==> config.mk <==
export PLATFORM = sky130hd
export DESIGN_NAME = spi_fifo_irq_ctrl
export DESIGN_NICKNAME = d
export VERILOG_FILES = /design/src/rtl/spi_fifo_irq_pkg.sv /design/src/rtl/spi_rst_sync.sv /design/src/rtl/spi_byte_fifo.sv /design/src/rtl/spi_fifo_cfg_reg.sv /design/src/rtl/spi_irq_status.sv /design/src/rtl/spi_fifo_irq_ctrl.sv
export SDC_FILE = /design/constraint.sdc
export NUM_CORES = 2
export LEC_CHECK = 0
export ABC_AREA = 1
export BUFFER_PORTS_ARGS = -buffer_cell sky130_fd_sc_hd__buf_4
export CAP_MARGIN = 30
export CORE_MARGIN = 4
export CORE_UTILIZATION = 45
export CTS_CLUSTER_DIAMETER = 80
export DETAILED_ROUTE_END_ITERATION = 10
export PLACE_DENSITY = 0.67
export SYNTH_ARGS = -nofsm -noshare
export SYNTH_HDL_FRONTEND = slang
export SYNTH_SLANG_ARGS = --single-unit
==> constraint.sdc <==
create_clock -name clk -period 2.7 [get_ports clk]
set_clock_uncertainty 0.2 [all_clocks]
set_input_delay 0.405 -clock clk [delete_from_list [all_inputs] [get_ports clk]]
set_output_delay 0.405 -clock clk [all_outputs]
set_load 0.05 [all_outputs]
==> src/rtl/spi_fifo_irq_pkg.sv <==
package spi_fifo_irq_pkg;

  localparam int unsigned REG_W  = 32;
  localparam int unsigned BYTE_W = 8;
  localparam int unsigned LVL_W  = 8;

  // FIFO control word layout
  localparam int unsigned CTL_RX_LVL_LSB   = 0;
  localparam int unsigned CTL_RX_DMA_BIT   = 8;
  localparam int unsigned CTL_RX_FLUSH_BIT = 15;
  localparam int unsigned CTL_TX_LVL_LSB   = 16;
  localparam int unsigned CTL_TX_DMA_BIT   = 24;
  localparam int unsigned CTL_TX_FLUSH_BIT = 31;

  // Occupancy word layout
  localparam int unsigned OCC_RX_LSB = 0;
  localparam int unsigned OCC_TX_LSB = 16;

  // Status sources, index order; bit position is index * SRC_STRIDE
  localparam int unsigned NUM_SRC    = 4;
  localparam int unsigned SRC_STRIDE = 4;
  localparam int unsigned SRC_RX_RDY = 0;
  localparam int unsigned SRC_TX_ERQ = 1;
  localparam int unsigned SRC_RX_OVF = 2;
  localparam int unsigned SRC_DONE   = 3;

  typedef struct packed {
    logic [LVL_W-1:0] tx_lvl;
    logic             tx_dma_en;
    logic [LVL_W-1:0] rx_lvl;
    logic             rx_dma_en;
  } fifo_cfg_t;

  function automatic int unsigned src_pos(input int unsigned idx);
    return idx * SRC_STRIDE;
  endfunction

endpackage

==> src/rtl/spi_rst_sync.sv <==
module spi_rst_sync (
  input  logic clk,
  input  logic rst_n,
  output logic rst_sync_n
);

  logic [1:0] stage_q;
  logic [1:0] stage_d;

  always_comb begin
    stage_d = {stage_q[0], 1'b1};
  end

  always_ff @(posedge clk or negedge rst_n) begin
    if (!rst_n) begin
      stage_q <= 2'b00;
    end else begin
      stage_q <= stage_d;
    end
  end

  assign rst_sync_n = stage_q[1];

endmodule

==> src/rtl/spi_byte_fifo.sv <==
module spi_byte_fifo #(
  parameter int unsigned DEPTH  = 128,
  parameter int unsigned DATA_W = 8
) (
  input  logic                          clk,
  input  logic                          rst_n,
  input  logic                          flush,
  input  logic                          push,
  input  logic [DATA_W-1:0]             push_data,
  input  logic                          pop,
  output logic [DATA_W-1:0]             pop_data,
  output logic [$clog2(DEPTH+1)-1:0]    count,
  output logic                          full,
  output logic                          empty,
  output logic                          overflow
);

  localparam int unsigned PTR_W = (DEPTH > 1) ? $clog2(DEPTH) : 1;
  localparam int unsigned CNT_W = $clog2(DEPTH + 1);
  localparam logic [PTR_W-1:0] PTR_LAST = PTR_W'(DEPTH - 1);
  localparam logic [CNT_W-1:0] CNT_FULL = CNT_W'(DEPTH);

  logic [DATA_W-1:0] mem [DEPTH];
  logic [PTR_W-1:0]  rd_q, rd_d, wr_q, wr_d;
  logic [CNT_W-1:0]  cnt_q, cnt_d;
  logic              pop_ok, push_ok;

  function automatic logic [PTR_W-1:0] ptr_next(input logic [PTR_W-1:0] p);
    return (p == PTR_LAST) ? '0 : p + PTR_W'(1);
  endfunction

  assign empty    = (cnt_q == '0);
  assign full     = (cnt_q == CNT_FULL);
  assign pop_ok   = !flush && pop && !empty;
  assign push_ok  = !flush && push && (!full || pop_ok);
  assign overflow = !flush && push && full && !pop_ok;
  assign pop_data = mem[rd_q];
  assign count    = cnt_q;

  always_comb begin
    rd_d  = rd_q;
    wr_d  = wr_q;
    cnt_d = cnt_q;
    if (flush) begin
      rd_d  = '0;
      wr_d  = '0;
      cnt_d = '0;
    end else begin
      if (push_ok) wr_d = ptr_next(wr_q);
      if (pop_ok)  rd_d = ptr_next(rd_q);
      cnt_d = cnt_q + CNT_W'(push_ok) - CNT_W'(pop_ok);
    end
  end

  always_ff @(posedge clk or negedge rst_n) begin
    if (!rst_n) begin
      rd_q  <= '0;
      wr_q  <= '0;
      cnt_q <= '0;
    end else begin
      rd_q  <= rd_d;
      wr_q  <= wr_d;
      cnt_q <= cnt_d;
    end
  end

  // storage carries no reset; written only under its enable
  always_ff @(posedge clk) begin
    if (push_ok) begin
      mem[wr_q] <= push_data;
    end
  end

endmodule

==> src/rtl/spi_fifo_cfg_reg.sv <==
module spi_fifo_cfg_reg
  import spi_fifo_irq_pkg::*;
(
  input  logic             clk,
  input  logic             rst_n,
  input  logic             we,
  input  logic [REG_W-1:0] wdata,
  output fifo_cfg_t        cfg,
  output logic             rx_flush,
  output logic             tx_flush,
  output logic [REG_W-1:0] rdata
);

  fifo_cfg_t cfg_q, cfg_d;

  always_comb begin
    cfg_d = cfg_q;
    if (we) begin
      cfg_d.rx_lvl    = wdata[CTL_RX_LVL_LSB +: LVL_W];
      cfg_d.rx_dma_en = wdata[CTL_RX_DMA_BIT];
      cfg_d.tx_lvl    = wdata[CTL_TX_LVL_LSB +: LVL_W];
      cfg_d.tx_dma_en = wdata[CTL_TX_DMA_BIT];
    end
  end

  always_ff @(posedge clk or negedge rst_n) begin
    if (!rst_n) begin
      cfg_q <= '0;
    end else begin
      cfg_q <= cfg_d;
    end
  end

  // flush strobes act in the cycle of the write itself
  assign rx_flush = we && wdata[CTL_RX_FLUSH_BIT];
  assign tx_flush = we && wdata[CTL_TX_FLUSH_BIT];
  assign cfg      = cfg_q;

  always_comb begin
    rdata = '0;
    rdata[CTL_RX_LVL_LSB +: LVL_W] = cfg_q.rx_lvl;
    rdata[CTL_RX_DMA_BIT]          = cfg_q.rx_dma_en;
    rdata[CTL_TX_LVL_LSB +: LVL_W] = cfg_q.tx_lvl;
    rdata[CTL_TX_DMA_BIT]          = cfg_q.tx_dma_en;
  end

endmodule

==> src/rtl/spi_irq_status.sv <==
module spi_irq_status
  import spi_fifo_irq_pkg::*;
(
  input  logic               clk,
  input  logic               rst_n,
  input  logic [NUM_SRC-1:0] src_set,
  input  logic               en_we,
  input  logic [REG_W-1:0]   en_wdata,
  input  logic               w1c,
  input  logic [REG_W-1:0]   w1c_data,
  output logic [REG_W-1:0]   status,
  output logic [REG_W-1:0]   enable,
  output logic               irq
);

  logic [NUM_SRC-1:0] sts_q, sts_d;
  logic [NUM_SRC-1:0] en_q, en_d;

  for (genvar gi = 0; gi < NUM_SRC; gi++) begin : g_src
    localparam int unsigned POS = src_pos(gi);
    logic clr;
    assign clr = w1c && w1c_data[POS];
    always_comb begin
      // a clear wins in its own cycle; a lasting condition re-sets next cycle
      sts_d[gi] = clr ? 1'b0 : (sts_q[gi] | src_set[gi]);
      en_d[gi]  = en_we ? en_wdata[POS] : en_q[gi];
    end
  end

  always_ff @(posedge clk or negedge rst_n) begin
    if (!rst_n) begin
      sts_q <= '0;
      en_q  <= '0;
    end else begin
      sts_q <= sts_d;
      en_q  <= en_d;
    end
  end

  always_comb begin
    status = '0;
    enable = '0;
    for (int unsigned i = 0; i < NUM_SRC; i++) begin
      status[src_pos(i)] = sts_q[i];
      enable[src_pos(i)] = en_q[i];
    end
  end

  assign irq = |(sts_q & en_q);

endmodule

==> src/rtl/spi_fifo_irq_ctrl.sv <==
module spi_fifo_irq_ctrl
  import spi_fifo_irq_pkg::*;
#(
  parameter int unsigned FIFO_DEPTH = 128
) (
  input  logic              clk,
  input  logic              rst_n,
  input  logic              ctl_we,
  input  logic [31:0]       ctl_wdata,
  input  logic              ien_we,
  input  logic [31:0]       ien_wdata,
  input  logic              sts_w1c,
  input  logic [31:0]       sts_wdata,
  input  logic              tx_push,
  input  logic [7:0]        tx_push_data,
  input  logic              tx_pop,
  output logic [7:0]        tx_pop_data,
  output logic              tx_empty,
  input  logic              rx_push,
  input  logic [7:0]        rx_push_data,
  input  logic              rx_pop,
  output logic [7:0]        rx_pop_data,
  output logic              rx_empty,
  input  logic              xfer_done,
  output logic [31:0]       ctl_rdata,
  output logic [31:0]       ien_rdata,
  output logic [31:0]       sts_rdata,
  output logic [31:0]       occ_rdata,
  output logic              irq,
  output logic              rx_dma_req,
  output logic              tx_dma_req
);

  localparam int unsigned CNT_W = $clog2(FIFO_DEPTH + 1);

  logic             rst_sync_n;
  fifo_cfg_t        cfg;
  logic             rx_flush, tx_flush;
  logic [CNT_W-1:0] rx_cnt, tx_cnt;
  logic             rx_full, tx_full, rx_ovf, tx_ovf_unused;
  logic             rx_rdy, tx_erq;
  logic [NUM_SRC-1:0] src_set;

  spi_rst_sync u_rst (
    .clk        (clk),
    .rst_n      (rst_n),
    .rst_sync_n (rst_sync_n)
  );

  spi_fifo_cfg_reg u_cfg (
    .clk      (clk),
    .rst_n    (rst_sync_n),
    .we       (ctl_we),
    .wdata    (ctl_wdata),
    .cfg      (cfg),
    .rx_flush (rx_flush),
    .tx_flush (tx_flush),
    .rdata    (ctl_rdata)
  );

  spi_byte_fifo #(.DEPTH(FIFO_DEPTH), .DATA_W(BYTE_W)) u_txf (
    .clk       (clk),
    .rst_n     (rst_sync_n),
    .flush     (tx_flush),
    .push      (tx_push),
    .push_data (tx_push_data),
    .pop       (tx_pop),
    .pop_data  (tx_pop_data),
    .count     (tx_cnt),
    .full      (tx_full),
    .empty     (tx_empty),
    .overflow  (tx_ovf_unused)
  );

  spi_byte_fifo #(.DEPTH(FIFO_DEPTH), .DATA_W(BYTE_W)) u_rxf (
    .clk       (clk),
    .rst_n     (rst_sync_n),
    .flush     (rx_flush),
    .push      (rx_push),
    .push_data (rx_push_data),
    .pop       (rx_pop),
    .pop_data  (rx_pop_data),
    .count     (rx_cnt),
    .full      (rx_full),
    .empty     (rx_empty),
    .overflow  (rx_ovf)
  );

  // level comparisons in the width of the trigger fields
  assign rx_rdy = (LVL_W'(rx_cnt) >= cfg.rx_lvl);
  assign tx_erq = (LVL_W'(tx_cnt) <= cfg.tx_lvl);

  assign rx_dma_req = cfg.rx_dma_en && rx_rdy;
  assign tx_dma_req = cfg.tx_dma_en && tx_erq;

  always_comb begin
    src_set             = '0;
    src_set[SRC_RX_RDY] = rx_rdy;
    src_set[SRC_TX_ERQ] = tx_erq;
    src_set[SRC_RX_OVF] = rx_ovf;
    src_set[SRC_DONE]   = xfer_done;
  end

  spi_irq_status u_sts (
    .clk      (clk),
    .rst_n    (rst_sync_n),
    .src_set  (src_set),
    .en_we    (ien_we),
    .en_wdata (ien_wdata),
    .w1c      (sts_w1c),
    .w1c_data (sts_wdata),
    .status   (sts_rdata),
    .enable   (ien_rdata),
    .irq      (irq)
  );

  always_comb begin
    occ_rdata = '0;
    occ_rdata[OCC_RX_LSB +: LVL_W] = LVL_W'(rx_cnt);
    occ_rdata[OCC_TX_LSB +: LVL_W] = LVL_W'(tx_cnt);
  end

endmodule

### After elaboration in Yosys (flattened, before gate mapping)

Memory sizes are Yosys's and may differ from the RTL's.
Cells that the tools add are included.

* order comparisons: 2
* reduce and logical (&&, ||, !) cells: 34
* bitwise gates (word level): 5
* add/subtract/negate cells: 8
* muxes and demuxes: 22
* equality and inequality tests: 6

Operators with widths (number)
* 2-to-1 mux 7 bit: 12
* adder 7 x 1 -> 7 bit, second input constant: 4
* == test 7 bit, second input constant: 4
* logical AND 1 bit: 18
* adder 8 x 1 -> 8 bit: 2
* == test 8 bit, second input constant: 2
* logical NOT 8 bit: 2
* 2-to-1 mux 8 bit: 2
* subtractor 8 x 1 -> 8 bit: 2
* >= comparator 8 bit: 1
* <= comparator 8 bit: 1
* 2-to-1 mux 1 bit: 8
* nonzero test 2 bit: 4
* logical NOT 1 bit: 7
* bitwise AND 4 bit: 1
* OR 1 bit: 4
* OR reduction 4 bit: 1
* logical OR 1 bit: 2

* memory bits (writable): 2048
* bits of input ports: 122
* memories kept: 2
* logic and storage cells: 92
* output and inout bits: 149
* flip-flop bits (word level): 72

Memory list
* u_rxf.mem: words 128, width 8, rd ports 1, clocked after Yosys merged registers in 0, write ports 1, RTL line spi_byte_fifo.sv:23 `logic [DATA_W-1:0] mem [DEPTH];`
* u_txf.mem: words 128, width 8, rd ports 1, clocked after Yosys merged registers in 0, write ports 1, RTL line spi_byte_fifo.sv:23

### Logic depth before layout (Yosys ltp)

* depth after elaboration: 9
* mapped depth: 23
* gate-level depth less buffers: 22

### By module

A second synthesis with hierarchy kept.

* cell total of the unflattened synthesis: 8485
* area, all modules: 90812.1 um2

Modules (own cells, without submodules)
* spi_byte_fifo at u_rxf: instances 1, area an instance 44271.2 um2, seq. area each 31300.0 um2, cells an instance 4090
* spi_byte_fifo at u_txf: instances 1, area an instance 44234.9 um2, seq. area each 31300.0 um2, cells an instance 4093
* spi_fifo_cfg_reg: instances 1, area an instance 933.4 um2, seq. area each 450.4 um2, cells an instance 113
* spi_irq_status: instances 1, area an instance 743.2 um2, seq. area each 200.2 um2, cells an instance 94
* spi_fifo_irq_ctrl: instances 1, area an instance 575.6 um2, seq. area each 0.0 um2, cells an instance 92
* spi_rst_sync: instances 1, area an instance 53.8 um2, seq. area each 50.0 um2, cells an instance 3

### Worst setup path after synthesis

Ideal clock, no wire load.

* kind: register to register
* from: register u_rxf.cnt_q[2], in the netlist u_rxf.count[2]
* to: register u_rxf.cnt_q[6], in the netlist u_rxf.count[6]
* setup slack: -0.728 ns
* cell stages (with the launch flop): 24
* required time: 2.376 ns
* clock period less this slack: 3.428 ns
* arrival: 3.104 ns
* setup time: 0.124 ns
* buffers on the path: 1
* cell sequence: dfrtp_1 -> inv_1 -> ha_1 -> nand2_1 -> nor2_2 -> nand2_1 -> nand2_1 -> inv_1 -> nand2_1 -> nand3_1 -> nand2_2 -> inv_1 -> buf_2 -> ha_1 -> fa_1 -> nand2_1 -> inv_1 -> o21ai_0 -> nand2_1 -> nand2_1 -> nand2_1 -> a21oi_1 -> xor2_1 -> nor2_1

* word-level cells in the longest chain between the ends: 8
* elaborated cells on any way between the ends: 10
* those cells by class: add/sub: 2; eq/ne: 1; mux: 1; reduce/logical: 6

Ends and longest elaborated chain
* start: declaration: RTL line spi_byte_fifo.sv:25 `logic [CNT_W-1:0] cnt_q, cnt_d;`
* start signal: assignment: RTL line spi_byte_fifo.sv:63 `cnt_q <= cnt_d;`
* logical NOT 8 bit: RTL line spi_byte_fifo.sv:32 `assign empty = (cnt_q == '0);`
* logical NOT 1 bit: RTL line spi_byte_fifo.sv:34 `assign pop_ok = !flush && pop && !empty;`
* logical AND 1 bit: RTL line spi_byte_fifo.sv:34
* logical OR 1 bit: RTL line spi_byte_fifo.sv:35 `assign push_ok = !flush && push && (!full || pop_ok);`
* logical AND 1 bit: RTL line spi_byte_fifo.sv:35
* adder 8 x 1 -> 8 bit: RTL line spi_byte_fifo.sv:51 `cnt_d = cnt_q + CNT_W'(push_ok) - CNT_W'(pop_ok);`
* subtractor 8 x 1 -> 8 bit *: RTL line spi_byte_fifo.sv:51
* 2-to-1 mux 8 bit *: RTL line spi_byte_fifo.sv:44 `if (flush) begin`
* named net u_rxf.cnt_d[6]: RTL line spi_byte_fifo.sv:25

The timed path passes the listed nets; every way through them passes the cells marked *.
A chain may end at the register's enable or synchronous reset.

### Final worst setup path

* from: register u_rxf.rd_q[0]
* to: output port rx_pop_data[1]

* word-level cells in the longest chain between the ends: 1

Ends and longest elaborated chain
* start: declaration: RTL line spi_byte_fifo.sv:24 `logic [PTR_W-1:0] rd_q, rd_d, wr_q, wr_d;`
* start signal: assignment: RTL line spi_byte_fifo.sv:61 `rd_q <= rd_d;`
* memory (128 x 8 bit)
* end: declaration: RTL line spi_fifo_irq_ctrl.sv:22 `output logic [7:0] rx_pop_data,`

No other way between the ends.

==> out/metrics.yaml <==
ant_nets: 0
fmax_mhz: 257
max_cap_violations: 0
async_reset_ff_frac: 0.0340
start_kind: "flip-flop"
yosys_register_bits: 2120
gr-total-overflow: 0
synth_top_cell_by_area: "edfxtp_1"
grt_pass1_vias: 62200
grt_use_total: 0.235
netlist_instances: 8302
area_delta_synth_final_pct: 26.6
initial_utilization: 0.454
htreeDepth: 4
ys_top_cells_by_area: "edfxtp_1, nand2_1, nand3_1"
period_share: 1.44
p_leak_nw: 44.2
yosysWarnings: 0
max_slew_margin: 0.348
crit_path_top_delay_cell: "dfrtp_4"
yosysSeqAreaShare: 0.704
crit_path_max_incr_delay_ns: 0.52
num_vias: 64600
antenna_found_initial: 2
drtIter0Drc: 7111
portBuffers: 116
cp_top_family: "buffers and inverters"
viasPerCell: 5.40
p_sw_mw: 37.9
ir_drop_mv: 0.868
p_int_mw: 67.2
critical_path_class: "flip-flop to output pin"
cts_sinks: 2120
gp_congestion: 0.938
num_rows: 163
drcViolationCount: 0
root_buffer: "clkbuf_16"
grt_pass1_wl_um: 372000
grt_max_degree: 77
clk_latency_ns: 0.88
setup_viol: 94
arrival_ns: 3.29
die_area_sq_mm: 0.207
end_kind: "output pin"
coreArea_sq_mm: 0.198
wire_per_inst_um: 21.6
io_pins: 271
syn_area_sq_mm: 0.0899
status: "complete, but fails checks"
violations: "setup timing"
finalSetupTns_ns: -21.67
final.setup.worst_slack_ns: -1.19
cp_cell_sequence: "buf_12 -> buf_12 -> clkbuf_16 -> clkbuf_16 -> o21ai_0 -> a21oi_2 -> nor2_4 -> nand2_1 -> nand2_1 -> nor2_1 -> nor2_1 -> nor2_2 -> buf_6 -> buf_8"
dr.pass1.iters: 6
seq_power_share: 0.351
cp_num_buf_inv: 6
cts_inserted_buffers: 208
finalCriticalPeriod_ns: 3.89
rsz0062_at_grt: "yes"
sw_frac_of_total: 0.361
clock_power_share: 0.270
fin_cells: 12000
dp.cells: 11300
synth_cell_types: 34
synth_top_area_frac: 0.684
wirelength_um: 259000
required_ns: 2.10
drv_slew: 0
fp.dieH_um: 455
hpwl_um: 152000
p_comb_frac: 0.379
final_common_cell: "nand2_1"
path_clk_slew_ns: 0.06
drive_gt1_frac: 0.211
die_x_um: 455
tritoncts: "built"
synth_ff_type: "edfxtp_1"
worst_slew_pin_slew_ns: 0.978
synth_area_per_cell_sq_um: 10.8
hp-class: "primary input to flip-flop"
nets: 9311
pwr_density_cell_mw_per_mm2: 924
crit_fanout: 7
synth_edf_count: 2048
layout_common_cells: "nand2_1, edfxtp_1, nand3_1"
cts_buffer_depth: 3
hold_viol: 0
## cells by family after synthesis
group                    after synthesis  share of synthesized area
AO/OA/AOI/OAI                        468                     0.0273
XOR/XNOR                               7                   0.000682
adder cells (fa/ha/maj)               46                    0.00657
buffers and inverters               1047                     0.0515
flip-flops                          2120                      0.704
multiplexers                           6                   0.000752
other                                  2                  0.0000835
AND/OR/NAND/NOR                     4606                      0.209
## metrics by stage
step / hold slack [ns] / utilization / power [mW] / instance area, sq um / setup slack, ns
after global routing: 0.0893 / 0.575 / 110 / 114000 / -1.28
after CTS: 0.0183 / 0.557 / 100 / 110000 / -1.21
after global placement: -0.0127 / 0.505 / 68.7 / 100000 / -0.501
after floorplan: -0.0906 / - / 56.1 / 90600 / -0.373
after detailed placement: -0.00986 / 0.505 / 69.2 / 100000 / -0.536
final: 0.111 / 0.575 / 105 / 114000 / -1.19
## sequential cells by signal (all words and copies together), names as in the netlist
register and count:
u_rxf.mem 1024, u_txf.mem 1024, u_cfg.cfg 18, u_rxf.count 8
u_txf.count 8, u_rxf.rd_q 7, u_rxf.wr_q 7, u_txf.rd_q 7
u_txf.wr_q 7, u_sts.en_q 4, u_sts.sts_q 4, u_rst.stage_q 2
## timing repair
action / 4_1_cts / 5_1_grt
cloned: 20 / 50
resized for setup: 405 / 523
pin swaps: 54 / 220
hold buffers: 92 / 0
hold endpoints to repair: 750 / 0
setup endpoints to repair: 1795 / 2044
buffers inserted: 55 / 59
## worst min-delay path, delay by kind of cell
family / cells / cell delay, ns
AOI/OAI and AO/OA: 1 / 0.07
buffers and inverters: 4 / 0.40
and+or+nand+nor: 3 / 0.22
## layer usage
layer	track usage	up-vias	wire, um
met1	0.297	31200	97700
li1	-	29600	-
met5	0	-	0
met2	0.395	3117	126000
met3	0.0384	682	20000
met4	0.115	0	14800
## synth_stat cells (all sizes together) (4+ instances only)
cell,instances
nand2,2767
clkbuf,177
o21ai,244
clkinv,9
o211ai,19
edfxtp,2048
xor2,7
and3,4
nand4,13
ha,44
dfrtp,72
a21oi,181
mux2,6
a21boi,16
nor2,754
buf,352
nor3,19
inv,509
nand3,1049
## area by class of cell
type | count | area (sq um)
timing repair buffer | 1071 | 13100
tap | 2640 | 3300
antenna | 2 | 5.00
clock buffer | 267 | 5540
timing repair inverter | 4 | 52.6
fill | 15400 | 84200
sequential | 2120 | 63300
clock inverter | 122 | 1160
inverter | 518 | 2030
multi-input combinational | 5220 | 25300
## power groups by stage
stage	Sequential (mW)	Combinational [mW]	Clock, mW
floorplan	38.0	18.1	0
global placement	37.5	31.2	0
detailed placement	37.5	31.7	0
CTS	36.8	34.6	28.7
global route	36.9	42.5	30.2
finish	36.9	39.9	28.4
## final timing paths
path,slack (ns),startpoint,end,cells past startpoint
max in group asynchronous,1.39,u_rst.stage_q[1],u_cfg.cfg[3],1
max,-1.19,u_rxf.rd_q[0],rx_pop_data[1],14
max reg2reg,-0.46,u_rxf.count[5],u_rxf.count[6],22
min in group asynchronous,0.19,u_rst.stage_q[1],u_txf.count[7],0
min,0.11,rx_push,u_rxf.wr_q[1],8
min reg2reg,0.15,u_rst.stage_q[0],u_rst.stage_q[1],0
Power figures use the tool's default switching activity.
